## config.mk

```make
export PLATFORM = sky130hd
export DESIGN_NAME = i2cm_byte_ctrl
export DESIGN_NICKNAME = d
export VERILOG_FILES = /design/src/rtl/i2cm_pkg.sv /design/src/rtl/i2cm_tick.sv /design/src/rtl/i2cm_engine.sv /design/src/rtl/i2cm_byte_ctrl.sv
export SDC_FILE = /design/constraint.sdc
export NUM_CORES = 1
export LEC_CHECK = 0
export BUFFER_PORTS_ARGS = -buffer_cell sky130_fd_sc_hd__buf_2
export CORE_UTILIZATION = 50
export CTS_BUF_LIST = sky130_fd_sc_hd__clkbuf_8
export CTS_CLUSTER_SIZE = 24
export DETAILED_ROUTE_END_ITERATION = 16
export GPL_ROUTABILITY_DRIVEN = 0
export GPL_TIMING_DRIVEN = 0
export HOLD_SLACK_MARGIN = 0.02
export PLACE_DENSITY = 0.67
export SLEW_MARGIN = 30
export SYNTH_ARGS = -nofsm -noshare
export SYNTH_HDL_FRONTEND = slang
export SYNTH_SLANG_ARGS = --single-unit
```

## constraint.sdc

```tcl
create_clock -name clk -period 5.18 [get_ports clk]
set_clock_uncertainty 0.1 [all_clocks]
set_input_delay 0.777 -clock clk [delete_from_list [all_inputs] [get_ports clk]]
set_output_delay 0.777 -clock clk [all_outputs]
set_load 0.02 [all_outputs]
```

## src/rtl/i2cm_pkg.sv

```systemverilog
package i2cm_pkg;

    typedef enum logic [2:0] {
        E_IDLE,
        E_START,
        E_BIT,
        E_HOLD,
        E_STOP
    } eng_state_t;

    // control byte field positions
    localparam int CB_ACK   = 2;
    localparam int CB_FLAG  = 3;
    localparam int CB_STOP  = 4;
    localparam int CB_START = 5;
    localparam int CB_EN    = 6;
    localparam int CB_IEN   = 7;

    // register offsets
    localparam logic [2:0] RO_DATA  = 3'd0;
    localparam logic [2:0] RO_CTRL  = 3'd1;
    localparam logic [2:0] RO_STAT  = 3'd2;
    localparam logic [2:0] RO_OWN   = 3'd3;
    localparam logic [2:0] RO_SRST  = 3'd7;

    // step result codes
    localparam logic [7:0] SC_START    = 8'h08;
    localparam logic [7:0] SC_RSTART   = 8'h10;
    localparam logic [7:0] SC_AW_ACK   = 8'h18;
    localparam logic [7:0] SC_AW_NAK   = 8'h20;
    localparam logic [7:0] SC_DW_ACK   = 8'h28;
    localparam logic [7:0] SC_DW_NAK   = 8'h30;
    localparam logic [7:0] SC_AR_ACK   = 8'h40;
    localparam logic [7:0] SC_AR_NAK   = 8'h48;
    localparam logic [7:0] SC_DR_ACK   = 8'h50;
    localparam logic [7:0] SC_DR_NAK   = 8'h58;
    localparam logic [7:0] SC_IDLE     = 8'hF8;

endpackage

```

## src/rtl/i2cm_tick.sv

```systemverilog
module i2cm_tick #(
    parameter int M_W = 4,
    parameter int N_W = 4
) (
    input  logic                 clk,
    input  logic                 rst,
    input  logic                 run,
    input  logic [M_W+N_W-1:0]   divider,
    output logic                 tick
);
    localparam int CNT_W = M_W + 1 + (1 << N_W) - 1;

    logic [CNT_W-1:0] cnt_q;
    logic [CNT_W-1:0] period;

    always_comb begin
        period = (CNT_W'(divider[M_W+N_W-1:N_W]) + CNT_W'(1)) << divider[N_W-1:0];
    end

    assign tick = run && (cnt_q == '0);

    always_ff @(posedge clk) begin
        if (rst) begin
            cnt_q <= '0;
        end else if (!run || cnt_q == '0) begin
            cnt_q <= period - CNT_W'(1);
        end else begin
            cnt_q <= cnt_q - CNT_W'(1);
        end
    end
endmodule

```

## src/rtl/i2cm_engine.sv

```systemverilog
module i2cm_engine
    import i2cm_pkg::*;
#(
    parameter int BYTE_W = 8
) (
    input  logic              clk,
    input  logic              rst,
    input  logic              tick,
    input  logic              launch,
    input  logic              req_start,
    input  logic              req_stop,
    input  logic              ack_en,
    input  logic [BYTE_W-1:0] tx_byte,
    input  logic              scl_i,
    input  logic              sda_i,
    output logic              scl_low,
    output logic              sda_low,
    output logic              step_done,
    output logic              stop_done,
    output logic              data_load,
    output logic [7:0]        status,
    output logic [BYTE_W-1:0] rx_byte,
    output logic              run,
    output logic              idle,
    output logic              in_bit
);
    localparam int BN_W = $clog2(BYTE_W + 1);
    localparam logic [BN_W-1:0] ACK_SLOT = BN_W'(BYTE_W);

    eng_state_t state_q, state_d;
    logic [1:0]        qtr_q;
    logic [BN_W-1:0]   bitn_q;
    logic [BYTE_W-1:0] shreg_q;
    logic              cur_rx_q, ack_drv_q, ack_seen_q;
    logic              addr_phase_q, rd_dir_q, owned_q;
    logic              adv, last_q;
    logic              byte_go;

    // stretch: hold the sampling quarter while SCL is still low
    assign adv     = tick && !(qtr_q == 2'd2 && !scl_i);
    assign last_q  = adv && (qtr_q == 2'd3);
    assign byte_go = launch && !req_start && !req_stop;
    assign run     = (state_q == E_START) || (state_q == E_BIT) || (state_q == E_STOP);
    assign idle    = (state_q == E_IDLE);
    assign in_bit  = (state_q == E_BIT);

    always_comb begin
        state_d = state_q;
        unique case (state_q)
            E_IDLE:  if (launch && req_start) state_d = E_START;
            E_START: if (last_q) state_d = E_HOLD;
            E_BIT:   if (last_q && bitn_q == ACK_SLOT) state_d = E_HOLD;
            E_HOLD: begin
                if (launch) begin
                    if (req_start)     state_d = E_START;
                    else if (req_stop) state_d = E_STOP;
                    else               state_d = E_BIT;
                end
            end
            E_STOP:  if (last_q) state_d = E_IDLE;
            default: state_d = E_IDLE;
        endcase
    end

    always_ff @(posedge clk) begin
        if (rst) state_q <= E_IDLE;
        else     state_q <= state_d;
    end

    always_ff @(posedge clk) begin
        if (rst) begin
            qtr_q        <= '0;
            bitn_q       <= '0;
            shreg_q      <= '0;
            cur_rx_q     <= 1'b0;
            ack_drv_q    <= 1'b0;
            ack_seen_q   <= 1'b0;
            addr_phase_q <= 1'b0;
            rd_dir_q     <= 1'b0;
            owned_q      <= 1'b0;
            scl_low      <= 1'b0;
            sda_low      <= 1'b0;
            step_done    <= 1'b0;
            stop_done    <= 1'b0;
            data_load    <= 1'b0;
            status       <= SC_IDLE;
            rx_byte      <= '0;
        end else begin
            step_done <= 1'b0;
            stop_done <= 1'b0;
            data_load <= 1'b0;
            unique case (state_q)
                E_IDLE: begin
                    qtr_q <= '0;
                    if (launch && req_stop && !req_start) stop_done <= 1'b1;
                end
                E_HOLD: begin
                    qtr_q <= '0;
                    if (byte_go) begin
                        bitn_q    <= '0;
                        shreg_q   <= tx_byte;
                        cur_rx_q  <= rd_dir_q && !addr_phase_q;
                        ack_drv_q <= ack_en;
                        if (addr_phase_q) rd_dir_q <= tx_byte[0];
                    end
                end
                E_START: begin
                    if (adv) begin
                        qtr_q <= qtr_q + 2'd1;
                        unique case (qtr_q)
                            2'd0: sda_low <= 1'b0;
                            2'd1: scl_low <= 1'b0;
                            2'd2: sda_low <= 1'b1;
                            default: begin
                                scl_low      <= 1'b1;
                                status       <= owned_q ? SC_RSTART : SC_START;
                                owned_q      <= 1'b1;
                                addr_phase_q <= 1'b1;
                                step_done    <= 1'b1;
                            end
                        endcase
                    end
                end
                E_BIT: begin
                    if (adv) begin
                        qtr_q <= qtr_q + 2'd1;
                        unique case (qtr_q)
                            2'd0: begin
                                if (bitn_q == ACK_SLOT) sda_low <= cur_rx_q && ack_drv_q;
                                else                    sda_low <= !cur_rx_q && !shreg_q[BYTE_W-1];
                            end
                            2'd1: scl_low <= 1'b0;
                            2'd2: begin
                                if (bitn_q == ACK_SLOT) ack_seen_q <= !sda_i;
                                else shreg_q <= {shreg_q[BYTE_W-2:0], sda_i};
                            end
                            default: begin
                                scl_low <= 1'b1;
                                if (bitn_q == ACK_SLOT) begin
                                    step_done <= 1'b1;
                                    if (cur_rx_q) begin
                                        rx_byte   <= shreg_q;
                                        data_load <= 1'b1;
                                        status    <= ack_drv_q ? SC_DR_ACK : SC_DR_NAK;
                                    end else if (addr_phase_q) begin
                                        addr_phase_q <= 1'b0;
                                        if (rd_dir_q) status <= ack_seen_q ? SC_AR_ACK : SC_AR_NAK;
                                        else          status <= ack_seen_q ? SC_AW_ACK : SC_AW_NAK;
                                    end else begin
                                        status <= ack_seen_q ? SC_DW_ACK : SC_DW_NAK;
                                    end
                                end else begin
                                    bitn_q <= bitn_q + BN_W'(1);
                                end
                            end
                        endcase
                    end
                end
                E_STOP: begin
                    if (adv) begin
                        qtr_q <= qtr_q + 2'd1;
                        unique case (qtr_q)
                            2'd0: sda_low <= 1'b1;
                            2'd1: scl_low <= 1'b0;
                            2'd2: sda_low <= 1'b0;
                            default: begin
                                status       <= SC_IDLE;
                                owned_q      <= 1'b0;
                                addr_phase_q <= 1'b0;
                                stop_done    <= 1'b1;
                            end
                        endcase
                    end
                end
                default: qtr_q <= '0;
            endcase
        end
    end
endmodule

```

## src/rtl/i2cm_byte_ctrl.sv

```systemverilog
module i2cm_byte_ctrl
    import i2cm_pkg::*;
#(
    parameter logic [7:0] BAUD_RST = 8'h44,
    parameter int         RA_W     = 3
) (
    input  logic            clk,
    input  logic            rst_n,
    input  logic            reg_wr,
    input  logic [RA_W-1:0] reg_addr,
    input  logic [7:0]      reg_wdata,
    output logic [7:0]      reg_rdata,
    output logic            irq,
    input  logic            scl_i,
    output logic            scl_oe,
    input  logic            sda_i,
    output logic            sda_oe
);
    logic       srst, rst;
    logic       wr_ctrl, launch;
    logic [7:0] data_q, baud_q, own_q;
    logic       ien_q, en_q, start_q, stop_q, flag_q, ackc_q;
    logic       tick, run, step_done, stop_done, data_load, eng_idle, eng_in_bit;
    logic [7:0] status, rx_byte;

    assign srst    = reg_wr && (reg_addr == RA_W'(RO_SRST));
    assign rst     = !rst_n || srst;
    assign wr_ctrl = reg_wr && (reg_addr == RA_W'(RO_CTRL));
    assign launch  = wr_ctrl && reg_wdata[CB_EN] && !reg_wdata[CB_FLAG];
    assign irq     = flag_q && ien_q;

    always_ff @(posedge clk) begin
        if (rst) begin
            data_q  <= '0;
            baud_q  <= BAUD_RST;
            own_q   <= '0;
            ien_q   <= 1'b0;
            en_q    <= 1'b0;
            start_q <= 1'b0;
            stop_q  <= 1'b0;
            flag_q  <= 1'b0;
            ackc_q  <= 1'b0;
        end else begin
            if (reg_wr && reg_addr == RA_W'(RO_DATA)) data_q <= reg_wdata;
            if (reg_wr && reg_addr == RA_W'(RO_STAT)) baud_q <= reg_wdata;
            if (reg_wr && reg_addr == RA_W'(RO_OWN))  own_q  <= reg_wdata;
            if (wr_ctrl) begin
                ien_q   <= reg_wdata[CB_IEN];
                en_q    <= reg_wdata[CB_EN];
                start_q <= reg_wdata[CB_START];
                stop_q  <= reg_wdata[CB_STOP];
                ackc_q  <= reg_wdata[CB_ACK];
                if (!reg_wdata[CB_FLAG]) flag_q <= 1'b0;
            end
            if (data_load) data_q <= rx_byte;
            if (step_done) begin
                flag_q  <= 1'b1;
                start_q <= 1'b0;
            end
            if (stop_done) stop_q <= 1'b0;
        end
    end

    always_comb begin
        unique case (reg_addr)
            RA_W'(RO_DATA): reg_rdata = data_q;
            RA_W'(RO_CTRL): reg_rdata = {ien_q, en_q, start_q, stop_q, flag_q, ackc_q, 2'b00};
            RA_W'(RO_STAT): reg_rdata = status;
            RA_W'(RO_OWN):  reg_rdata = own_q;
            default:        reg_rdata = 8'h00;
        endcase
    end

    i2cm_tick #(.M_W(4), .N_W(4)) u_tick (
        .clk     (clk),
        .rst     (rst),
        .run     (run),
        .divider (baud_q),
        .tick    (tick)
    );

    i2cm_engine #(.BYTE_W(8)) u_eng (
        .clk       (clk),
        .rst       (rst),
        .tick      (tick),
        .launch    (launch),
        .req_start (reg_wdata[CB_START]),
        .req_stop  (reg_wdata[CB_STOP]),
        .ack_en    (reg_wdata[CB_ACK]),
        .tx_byte   (data_q),
        .scl_i     (scl_i),
        .sda_i     (sda_i),
        .scl_low   (scl_oe),
        .sda_low   (sda_oe),
        .step_done (step_done),
        .stop_done (stop_done),
        .data_load (data_load),
        .status    (status),
        .rx_byte   (rx_byte),
        .run       (run),
        .idle      (eng_idle),
        .in_bit    (eng_in_bit)
    );
endmodule

```

==> impl_metrics.env <==
export IMPL_vias_per_cell=6.06
export IMPL_io_buffers=25
export IMPL_num_rows=36
export IMPL_area_growth_pct=9.49
export IMPL_die_area_um2=10900
export IMPL_maxSlewHeadroom_pct=36.0
export IMPL_dpl_hpwl_mm=10.8
export IMPL_setup_viol=0
export IMPL_leakagePower_nw=2.09
export IMPL_synth_cell_type_count=67
export IMPL_grt_overflow=0
export IMPL_slew_violations=0
export IMPL_hold_viol=0
export IMPL_clock_sinks=91
export IMPL_cp_start_kind="flip-flop"
export IMPL_synthesis_area_um2=5220
export IMPL_die_w_um=104
export IMPL_endpoint_kind="flip-flop"
export IMPL_path_max_fanout=10
export IMPL_grt_usage_pct=26.7
export IMPL_grt_max_degree=19
export IMPL_dpl_cell_count=810
export IMPL_drt_wl_total_mm=14.3
export IMPL_powerDensity_nw_per_um2=247
export IMPL_top_usage_layer="met2"
export IMPL_clkTransAtPathRegs_ns=0.09
export IMPL_finalSetupTns_ns=0
export IMPL_die_h_um=104
export IMPL_post_cts_buffers=0
export IMPL_synth_warning_count=0
export IMPL_fmax_mhz=212
export IMPL_syn_avg_cell_area_um2=8.01
export IMPL_use_met2_pct=44.7
export IMPL_status="completed"
export IMPL_drc=0
export IMPL_ir_drop_uv=168
export IMPL_met1_usage_pct=34.7
export IMPL_grt_pass1_wl_mm=23.3
export IMPL_cts_max_level=3
export IMPL_cts_resized=0
export IMPL_num_antenna_cells=0
export IMPL_syn_inst=652
export IMPL_fill_cells=923
export IMPL_period_share_pct=91.3
export IMPL_drive_gt1_share_pct=9.81
export IMPL_maxCapViolCount=0
export IMPL_finish_utilization_pct=57.4
export IMPL_grt_use_met3_pct=4.14
export IMPL_grt_antenna_before_repair=0
export IMPL_drtIter0Drc=384
export IMPL_total_power_mw=1.41
export IMPL_cts_buffers=9
export IMPL_syn_num_nets=679
export IMPL_synth_edf_count=0
export IMPL_wl_per_cell_um=17.4
export IMPL_initial_core_util_pct=52.5
export IMPL_clk_latency_ns=0.36
export IMPL_cp_arrival_ns=4.91
export IMPL_rsz0062_at_grt="no"
export IMPL_ys_top_cells_by_area="dfxtp_1 35%, nand2_1 6.3%, mux2i_1 5.6%"
export IMPL_cts_tree="done"
export IMPL_clock_path_buffers=2
export IMPL_worstPathRequired_ns=5.36
export IMPL_seq_area_um2=1820
export IMPL_multi_input_area_um2=3190
export IMPL_vias=5006
export IMPL_ctsRootBufferMaster="clkbuf_8"
export IMPL_synthArstFlopShare_pct=0
export IMPL_instances_no_fill=826
export IMPL_drt_pass1_iterations=5
export IMPL_crit_type="reg -> reg"
export IMPL_core_um2=9950
export IMPL_ioPinCount=27
export IMPL_ctsHoldBuffers=0
export IMPL_ys_seq_elements=91
export IMPL_synth_seq_area_share_pct=34.9
export IMPL_synth_top_cell_area_share_pct=34.9
export IMPL_hold_path_class="reg -> reg"
export IMPL_grt_pass1_vias=4614
export IMPL_ant_nets=0
export IMPL_finalNetCount=715
export IMPL_synth_top_area_cell="dfxtp_1"
export IMPL_period_needed_ns=4.73
export IMPL_tightest_slew_ns=0.953
export IMPL_synthFlopType="dfxtp_1"
[sequential cells by signal, indices dropped and copies added (netlist names), 2 cells and up]
name / count
baud_q: 8
data_q: 8
own_q: 8
u_eng.bitn_q: 4
u_eng.qtr_q: 2
u_eng.rx_byte: 8
u_eng.shreg_q: 8
u_eng.state_q: 3
u_eng.status: 5
u_tick.cnt_q: 20
[through the flow]
step                      setup WS [ns]  area (um2)  hold slack, ns
final                             0.453        5720           0.302
after global routing              0.153        5720           0.336
after CTS                         0.513        5710           0.299
after detailed placement          0.552        5510           0.290
after global placement            0.607        5510           0.286
after floorplan                    1.39        5220           0.276
[final cells by class]
| cell class | instances | share of cell area [%] |
|---|---|---|
| buffer | 41 | 3.11 |
| clock inverter | 7 | 1.18 |
| clock buffer | 9 | 2.17 |
| tap | 133 | 2.91 |
| inverter | 13 | 0.853 |
| timing repair buffer | 25 | 2.19 |
| multi-input combinational | 507 | 55.7 |
| sequential | 91 | 31.9 |
[report_power, final]
part / internal [mW] / leakage (nW) / switching (mW) / total [mW]
clock network: 0.188 / 0.0958 / 0.286 / 0.475
registers: 0.718 / 0.737 / 0.0157 / 0.733
logic: 0.0744 / 1.26 / 0.132 / 0.206
[critical path, stage by stage (launching register included)]
cell      delay [ns]
dfxtp_1         0.38
buf_1           0.40
mux2i_4         0.24
a21oi_2         0.23
buf_6           0.17
clkbuf_1        0.42
clkbuf_1        0.46
nor3_1          0.11
a21oi_1         0.17
ha_1            0.22
o311ai_0        0.17
or3_1           0.43
or3_1           0.39
buf_2           0.19
or4_1           0.41
a21oi_1         0.15
[final timing paths]
path | startpoint | endpoint | slack, ns | depth (start not counted)
max | u_eng.state_q[0] | u_tick.cnt_q[16] | 0.45 | 15
min | u_eng.stop_done | stop_q | 0.30 | 1
max reg2reg | u_eng.state_q[0] | u_tick.cnt_q[16] | 0.45 | 15
min reg2reg | u_eng.stop_done | stop_q | 0.30 | 1
[Yosys cell counts, types with 6 or more instances]
master	number
dfxtp_1	91
nand2_1	88
nor2_1	75
a21oi_1	52
nor3_1	30
clkbuf_1	29
mux2i_1	29
o21ai_0	21
nor2b_1	15
inv_1	13
a211oi_1	12
ha_1	11
and2_1	10
xnor2_1	10
a311oi_1	9
nand3_1	9
or3_1	8
a22oi_1	7
a31oi_1	7
nand2b_1	7
nand3b_1	6
o211ai_1	6
o31a_1	6
[metal layers]
layer	wire length (um)	vias to the layer above	share of wire [%]
li1	-	2412	-
met1	6330	2390	44
met2	6890	170	48
met3	706	34	4.9
met4	408	0	2.8
met5	0	-	0
[cell families (layout without fill, tap and decap cells)]
logic type	after synthesis	count (layout)	synth area share (%)
AND/OR/NAND/NOR	283	283	26.7
AO/OA/AOI/OAI	162	162	20.5
flip-flops	91	91	34.9
buffers and inverters	54	95	4.34
multiplexers	37	37	8.58
XOR/XNOR	14	14	2.35
adder cells (fa/ha/maj)	11	11	2.64
[cell usage in the layout, fill, tap and decap left out, types with 4 or more instances in the layout]
cell,instances
xnor2_1,10
xor2_1,4
nor3_1,30
mux4_2,5
nor2b_1,15
o31a_1,6
ha_1,11
a22oi_1,7
o22ai_1,5
a21oi_1,52
nor4_1,4
nand3_1,9
o31ai_1,4
inv_1,13
buf_1,5
nand3b_1,6
o21a_1,5
a31oi_1,7
a211o_1,5
dfxtp_1,91
mux2i_1,29
buf_2,29
clkbuf_1,29
nor2_1,75
or3_1,8
a22o_1,4
nand2b_1,7
clkbuf_8,9
o21ai_0,21
and2_1,10
a311oi_1,9
a211oi_1,12
and3_1,4
o211ai_1,6
nand2_1,88
No activity file was read; power rests on OpenSTA's default activity.
